===== config.mk =====
export PLATFORM = sky130hd
export DESIGN_NAME = zq_code_seq
export DESIGN_NICKNAME = d
export VERILOG_FILES = /design/src/rtl/zq_code_seq.sv
export SDC_FILE = /design/constraint.sdc
export NUM_CORES = 1
export LEC_CHECK = 0
export BUFFER_PORTS_ARGS = -buffer_cell sky130_fd_sc_hd__buf_2
export CORE_ASPECT_RATIO = 1.2
export CORE_MARGIN = 2
export CORE_UTILIZATION = 25
export DETAILED_ROUTE_END_ITERATION = 16
export PLACE_DENSITY = 0.46
export SYNTH_ARGS = -nofsm -noshare
export SYNTH_HDL_FRONTEND = slang
export SYNTH_SLANG_ARGS = --single-unit

===== constraint.sdc =====
create_clock -name clk -period 3.55 [get_ports clk]
set_input_delay 0.1775 -clock clk [delete_from_list [all_inputs] [get_ports clk]]
set_output_delay 0.1775 -clock clk [all_outputs]
set_load 0.01 [all_outputs]

===== src/rtl/zq_code_seq.sv =====
module zq_code_seq #(
  parameter int CODE_W    = 5,
  parameter int SWEEP_CYC = 2048
) (
  input  logic              clk,
  input  logic              rst_n,
  input  logic              open_sense,
  input  logic              out_hiz,
  input  logic [CODE_W-1:0] tgt_pu,
  input  logic [CODE_W-1:0] tgt_pd,
  output logic [CODE_W-1:0] app_pu,
  output logic [CODE_W-1:0] app_pd
);
  localparam int STEPS = (1 << CODE_W) - 1;
  localparam int DIV   = (SWEEP_CYC / STEPS) < 1 ? 1 : SWEEP_CYC / STEPS;
  localparam int CNT_W = DIV > 1 ? $clog2(DIV) : 1;
  localparam logic [CNT_W-1:0]  CNT_LAST = CNT_W'(DIV - 1);
  localparam logic [CODE_W-1:0] CODE_MAX = '1;
  localparam logic [CODE_W-1:0] ONE      = CODE_W'(1);

  logic             hiz_q;
  logic [CNT_W-1:0] cnt;
  logic             win, tick;
  logic [CODE_W-1:0] eff_pu, eff_pd;

  assign win    = out_hiz & hiz_q;
  assign tick   = win && (cnt == CNT_LAST);
  assign eff_pu = open_sense ? CODE_MAX : tgt_pu;
  assign eff_pd = open_sense ? CODE_MAX : tgt_pd;

  function automatic logic [CODE_W-1:0] toward(input logic [CODE_W-1:0] cur,
                                               input logic [CODE_W-1:0] tgt);
    if (cur < tgt)      return cur + ONE;
    else if (cur > tgt) return cur - ONE;
    else                return cur;
  endfunction

  always_ff @(posedge clk) begin
    if (!rst_n) begin
      hiz_q  <= 1'b0;
      cnt    <= '0;
      app_pu <= '0;
      app_pd <= '0;
    end else begin
      hiz_q <= out_hiz;
      if (win) cnt <= tick ? '0 : cnt + CNT_W'(1);
      if (tick) begin
        app_pu <= toward(app_pu, eff_pu);
        app_pd <= toward(app_pd, eff_pd);
      end
    end
  end

  AST_PU_ONLY_IN_WINDOW: assert property (@(posedge clk) disable iff (!rst_n)
    (app_pu != $past(app_pu)) |-> ($past(out_hiz, 1) && $past(out_hiz, 2)));
  AST_PD_ONLY_IN_WINDOW: assert property (@(posedge clk) disable iff (!rst_n)
    (app_pd != $past(app_pd)) |-> ($past(out_hiz, 1) && $past(out_hiz, 2)));
  AST_PU_SINGLE_STEP: assert property (@(posedge clk) disable iff (!rst_n)
    (app_pu != $past(app_pu)) |-> ((app_pu == $past(app_pu) + ONE) || ($past(app_pu) == app_pu + ONE)));
  AST_PD_SINGLE_STEP: assert property (@(posedge clk) disable iff (!rst_n)
    (app_pd != $past(app_pd)) |-> ((app_pd == $past(app_pd) + ONE) || ($past(app_pd) == app_pd + ONE)));
  AST_PU_TOWARD: assert property (@(posedge clk) disable iff (!rst_n)
    (app_pu > $past(app_pu)) |-> ($past(open_sense) || ($past(tgt_pu) > $past(app_pu))));
  AST_PD_OPEN_RISES: assert property (@(posedge clk) disable iff (!rst_n)
    ($past(open_sense) && app_pd != $past(app_pd)) |-> (app_pd > $past(app_pd)));
endmodule


# ---- After elaboration in Yosys (flattened, before gate mapping)
# Cells that the tools add are included.
dict set report word_totals {
  in_bits 14
  regBits 18
  out_inout_bits 10
  elab_cells 27
}
dict set report op_classes {
  n_mux 7
  n_reduce_logical 5
  n_eq_ne 1
  n_bitwise 1
  add_sub_neg 5
  magnitude_cmp 4
}
# op n
set op_table {}
lappend op_table {{two-way mux 5 bit} 6}
lappend op_table {{adder 5 x 1 -> 5 bit (second input constant)} 2}
lappend op_table {{greater-than comparator 5 bit} 2}
lappend op_table {{less-than comparator 5 bit} 2}
lappend op_table {{subtractor 5 x 1 -> 5 bit (second input constant)} 2}
lappend op_table {{adder 7 x 1 -> 7 bit (second input constant)} 1}
lappend op_table {{equality test 7 bit (second input constant)} 1}
lappend op_table {{two-way mux 7 bit} 1}
lappend op_table {{AND reduction 2 bit} 2}
lappend op_table {{nonzero test 2 bit} 2}
lappend op_table {{bitwise AND 1 bit} 1}
lappend op_table {{logical AND 1 bit} 1}

# ---- Longest topological paths before layout
dict set report logic_depth {
  depth_word 4
  mapped_depth 13
}

# ---- Least setup slack after synthesis
# No wires, ideal clock.
dict set report synth_path {
  path_kind {input -> register}
  from {input open_sense}
  to {register app_pd[4]}
  arrival_time_ns 2.423
  path_stages 13
  required_time_ns 3.430
  setup_slack_ns 1.008
  setup_ns 0.120
  cell_sequence {clkbuf_1 nor2_1 ha_1 nor2b_1 o2111ai_1 and2_1 inv_1 ha_1 and3_1 nor3_1 nand3_1 o221ai_2 a211o_1}
}
dict set report synth_via {
  elab_chain_len 4
  word_cells_on_any_way 6
  cone_classes {2 x order compare; 2 x mux; 2 x reduce/logical}
}
# element line_no
set synth_lines {}
lappend synth_lines {{start, declared} 7} ;# input logic open_sense,
lappend synth_lines {{two-way mux 5 bit (*)} 29} ;# assign eff_pd = open_sense ? CODE_MAX : tgt_pd;
lappend synth_lines {{less-than comparator 5 bit / greater-than comparator 5 bit (equally long branches)} {33, 34}}
lappend synth_lines {{nonzero test 2 bit (no line)} n/a}
lappend synth_lines {{AND reduction 2 bit (no line)} n/a}
lappend synth_lines {{end signal, assigned} 49} ;# app_pd <= toward(app_pd, eff_pd);
lappend synth_lines {{end, declared} 12} ;# output logic [CODE_W-1:0] app_pd
# Every way passes the cells marked *; elsewhere a longest branch is shown, timed or not.
# A chain may end at the register's enable or synchronous reset.

# ---- Final worst setup path
dict set report layout_path {
  from {register app_pd[1]}
  to {register app_pd[4]}
}
dict set report layout_via {
  elab_chain_len 3
  word_cells_on_any_way 8
  cone_classes {2 x add/sub; 2 x order compare; 2 x mux; 2 x reduce/logical}
}
# element line_no
set layout_lines {}
lappend layout_lines {{subtractor 5 x 1 -> 5 bit, or another cell as far along} 34} ;# else if (cur > tgt) return cur - ONE;
lappend layout_lines {{two-way mux 5 bit / nonzero test 2 bit (equally long branches)} n/a}
lappend layout_lines {{two-way mux 5 bit / AND reduction 2 bit (equally long branches)} n/a}
# Parallel ways exist; a longest one is shown, timed or not. The select of a mux whose other input is x is not followed.

==> flow_summary.toml <==
[outcome]
run_status = "finished, final reports clean"

[setup_path]
worstPathArrival_ps = 2800
worstPathBufferInverterCount = 1
crit_top_cell = "ha_1"
cp-end-kind = "flop"
max_stage_delay_ps = 440
slowest_stage = "dfxtp_1"
path_delay_family = "simple AND/OR/NAND/NOR gates"
path_cells = "ha_1 > nor2b_1 > o2111ai_1 > and2_1 > inv_1 > ha_1 > and3_1 > nor3_1 > nand3_1 > o221ai_2 > a211o_1"
crit_required_ps = 3710
startpoint_type = "flop"
cp.depth = 11
timing.rr.end = "app_pd[4]"
crit_path_start = "app_pd[1]"
cp_max_fo = 5
worstSetupPathType = "flop to flop"
timing.reg2reg.setup_slack_ps = 910
reg2regPathDepth = 11
worstReg2RegStart = "app_pd[1]"
endpoint = "app_pd[4]"

[hold_path]
hold_class = "input port to flop"
min_from = "out_hiz"

[synthesis]
ys.flop_type = "dfxtp_1"
synth_area_um2 = 1381
ys_seq_elements = 18
async_flop_share_pct = 0
synthCells = 160
synth-edff-count = 0
synth_nets = 194
yosysUniqueCellTypes = 33
avgSynthCellArea_um2 = 8.633
yosys_warnings = 0
ys_seq_area_share_pct = 26.09

[global_route]
grt_max_degree = 12
gr-total-overflow = 0
antenna_found_initial = 0
grt_pass1_wl_um = 5016
track_usage_pct = 10.15
grt_pass1_vias = 1087

[clocking]
post_cts_buffers = 0
cts_hold_buf = 0
cts_buffers = 3
clockBufferDepth = 2
cts.root.buffer_cell = "clkbuf_8"
cts_resized = 0
htree_levels = 1
clock-sinks = 18
worstSkewPairLatency_ps = 260
cts_tree = "yes"
clk_pin_slew_ps = 80

[route]
drtIter0Drc = 27
via_count = 1147
drt-wirelength-per-cell_um = 12.00
ant_nets = 0
drt_wl_total_um = 2952
via_per_inst = 4.663
dr.pass1.iters = 4
drc = 0

[final_layout]
layout_common_cells = "buf_2, nor2_1, ha_1, dfxtp_1, nand3_1"
n_fill_cell = 587
nets = 219
final_cells = 246
syn_to_final_growth_pct = 16.58
drive_above_1_share_pct = 18.48
layout_commonest_cell = "buf_2"
antenna_cells = 0
seq_area_um2 = 360.3
multi_input_area_um2 = 975.9

[die]
fp-row-count = 29
die_w_um = 71.86
die_h_um = 85.43
die-area_um2 = 6138
io_pins = 24
start_util_pct = 26.07
fp.coreArea_um2 = 5298

[power_and_ir_drop]
peakVddDrop_mv = 0.1551
p_per_area_nw_per_um2 = 256.0
power.total_mw = 0.4122
p_leak_nw = 0.7731

[run]
cap_violations = 0

[sta]
rsz0062_at_grt = "no"
hold_viol = 0
maxSlewViolCount = 0
max_freq_mhz = 378.3
fin_tns_setup_ps = 0
tightest_slew_ps = 325.8
finalCriticalPeriod_ps = 2643
finClkSkew_ps = 12.01
post-route-period-util_pct = 74.45
finalSetupViolCount = 0
relSlewSlack_pct = 78.28

[place]
place_inst = 242
hpwl_um = 2374
port-buffer-count = 23
gp_congestion = 0.8456
## sequential cells by signal, indices dropped and copies added, names as in the netlist
signal and count:
cnt 7, app_pd 5, hiz_q 1, app_pu 5
## report_power, final
group	switching, mW	internal [mW]	leakage, nW
sequential	0.00123	0.203	0.145
combinational	0.0181	0.0133	0.599
clock	0.0777	0.0988	0.0288
## through the flow
stage | instance area (um2) | worst slack, ps | util [%] | hold slack, ps
5_1_grt | 1610 | 728.7 | 30.40 | 172.8
2_1_floorplan | 1381 | 1008 | - | 299.2
3_3_place_gp | 1555 | 875.7 | 29.36 | 430.0
3_5_place_dp | 1555 | 884.0 | 29.36 | 435.5
6_report | 1610 | 906.9 | 30.40 | 174.1
4_1_cts | 1610 | 875.9 | 30.40 | 167.7
## final cells by class
type                    instances  area share [%]
flip-flops and latches         18           22.38
repair buffers                 23           7.148
clock buffers                   4           3.419
well taps                      62           4.817
multi-input cells             132           60.61
inverters                       7           1.632
## routing by layer
metal | track usage (%) | part of all wire (%)
met5 | 0 | 0
met4 | 2.058 | 0.61
met3 | 2.613 | 3.8
met2 | 17.26 | 47
met1 | 12.89 | 48
## cell families after synthesis
group,after synthesis,synth area share [%]
AOI/OAI and AO/OA,28,16.67
xor gates and xnor gates,11,6.975
adders and majority gates,20,19.20
buffers and inverters,10,3.261
DFF,18,26.09
muxes,2,1.449
and+or+nand+nor,71,26.36
## synth_stat cells, types with 2 or more instances
| library cell | count | area [um2] |
|---|---|---|
| ha_1 | 18 | 225.2 |
| nor2_1 | 22 | 82.58 |
| nand2b_1 | 2 | 12.51 |
| fa_1 | 2 | 40.04 |
| a31oi_4 | 2 | 42.54 |
| inv_1 | 7 | 26.28 |
| mux2i_1 | 2 | 20.02 |
| nor3_1 | 2 | 10.01 |
| nand3_1 | 11 | 55.05 |
| nand4b_1 | 2 | 17.52 |
| and4_1 | 2 | 17.52 |
| o221ai_2 | 2 | 30.03 |
| o21ai_0 | 2 | 10.01 |
| xnor2_1 | 8 | 70.07 |
| nand2_1 | 10 | 37.54 |
| a21oi_1 | 9 | 45.04 |
| nor4_1 | 2 | 12.51 |
| nor2b_1 | 2 | 12.51 |
| o2111ai_1 | 2 | 17.52 |
| and3_1 | 6 | 37.54 |
| clkbuf_1 | 2 | 7.510 |
| a211o_1 | 2 | 17.52 |
| or2_2 | 2 | 12.51 |
| dfxtp_1 | 18 | 360.4 |
| xor2_1 | 3 | 26.28 |
| and2_1 | 5 | 31.28 |
| a211oi_1 | 2 | 15.01 |
| a21o_1 | 6 | 45.04 |
## how the worst min path moves through the flow
stage	end	slack [ps]	cells after the start
floorplan	hiz_q	300	1
global placement	hiz_q	430	2
detailed placement	hiz_q	440	2
CTS	hiz_q	170	2
global route	hiz_q	170	2
finish	hiz_q	170	2
(Power assumes the default switching activity.)
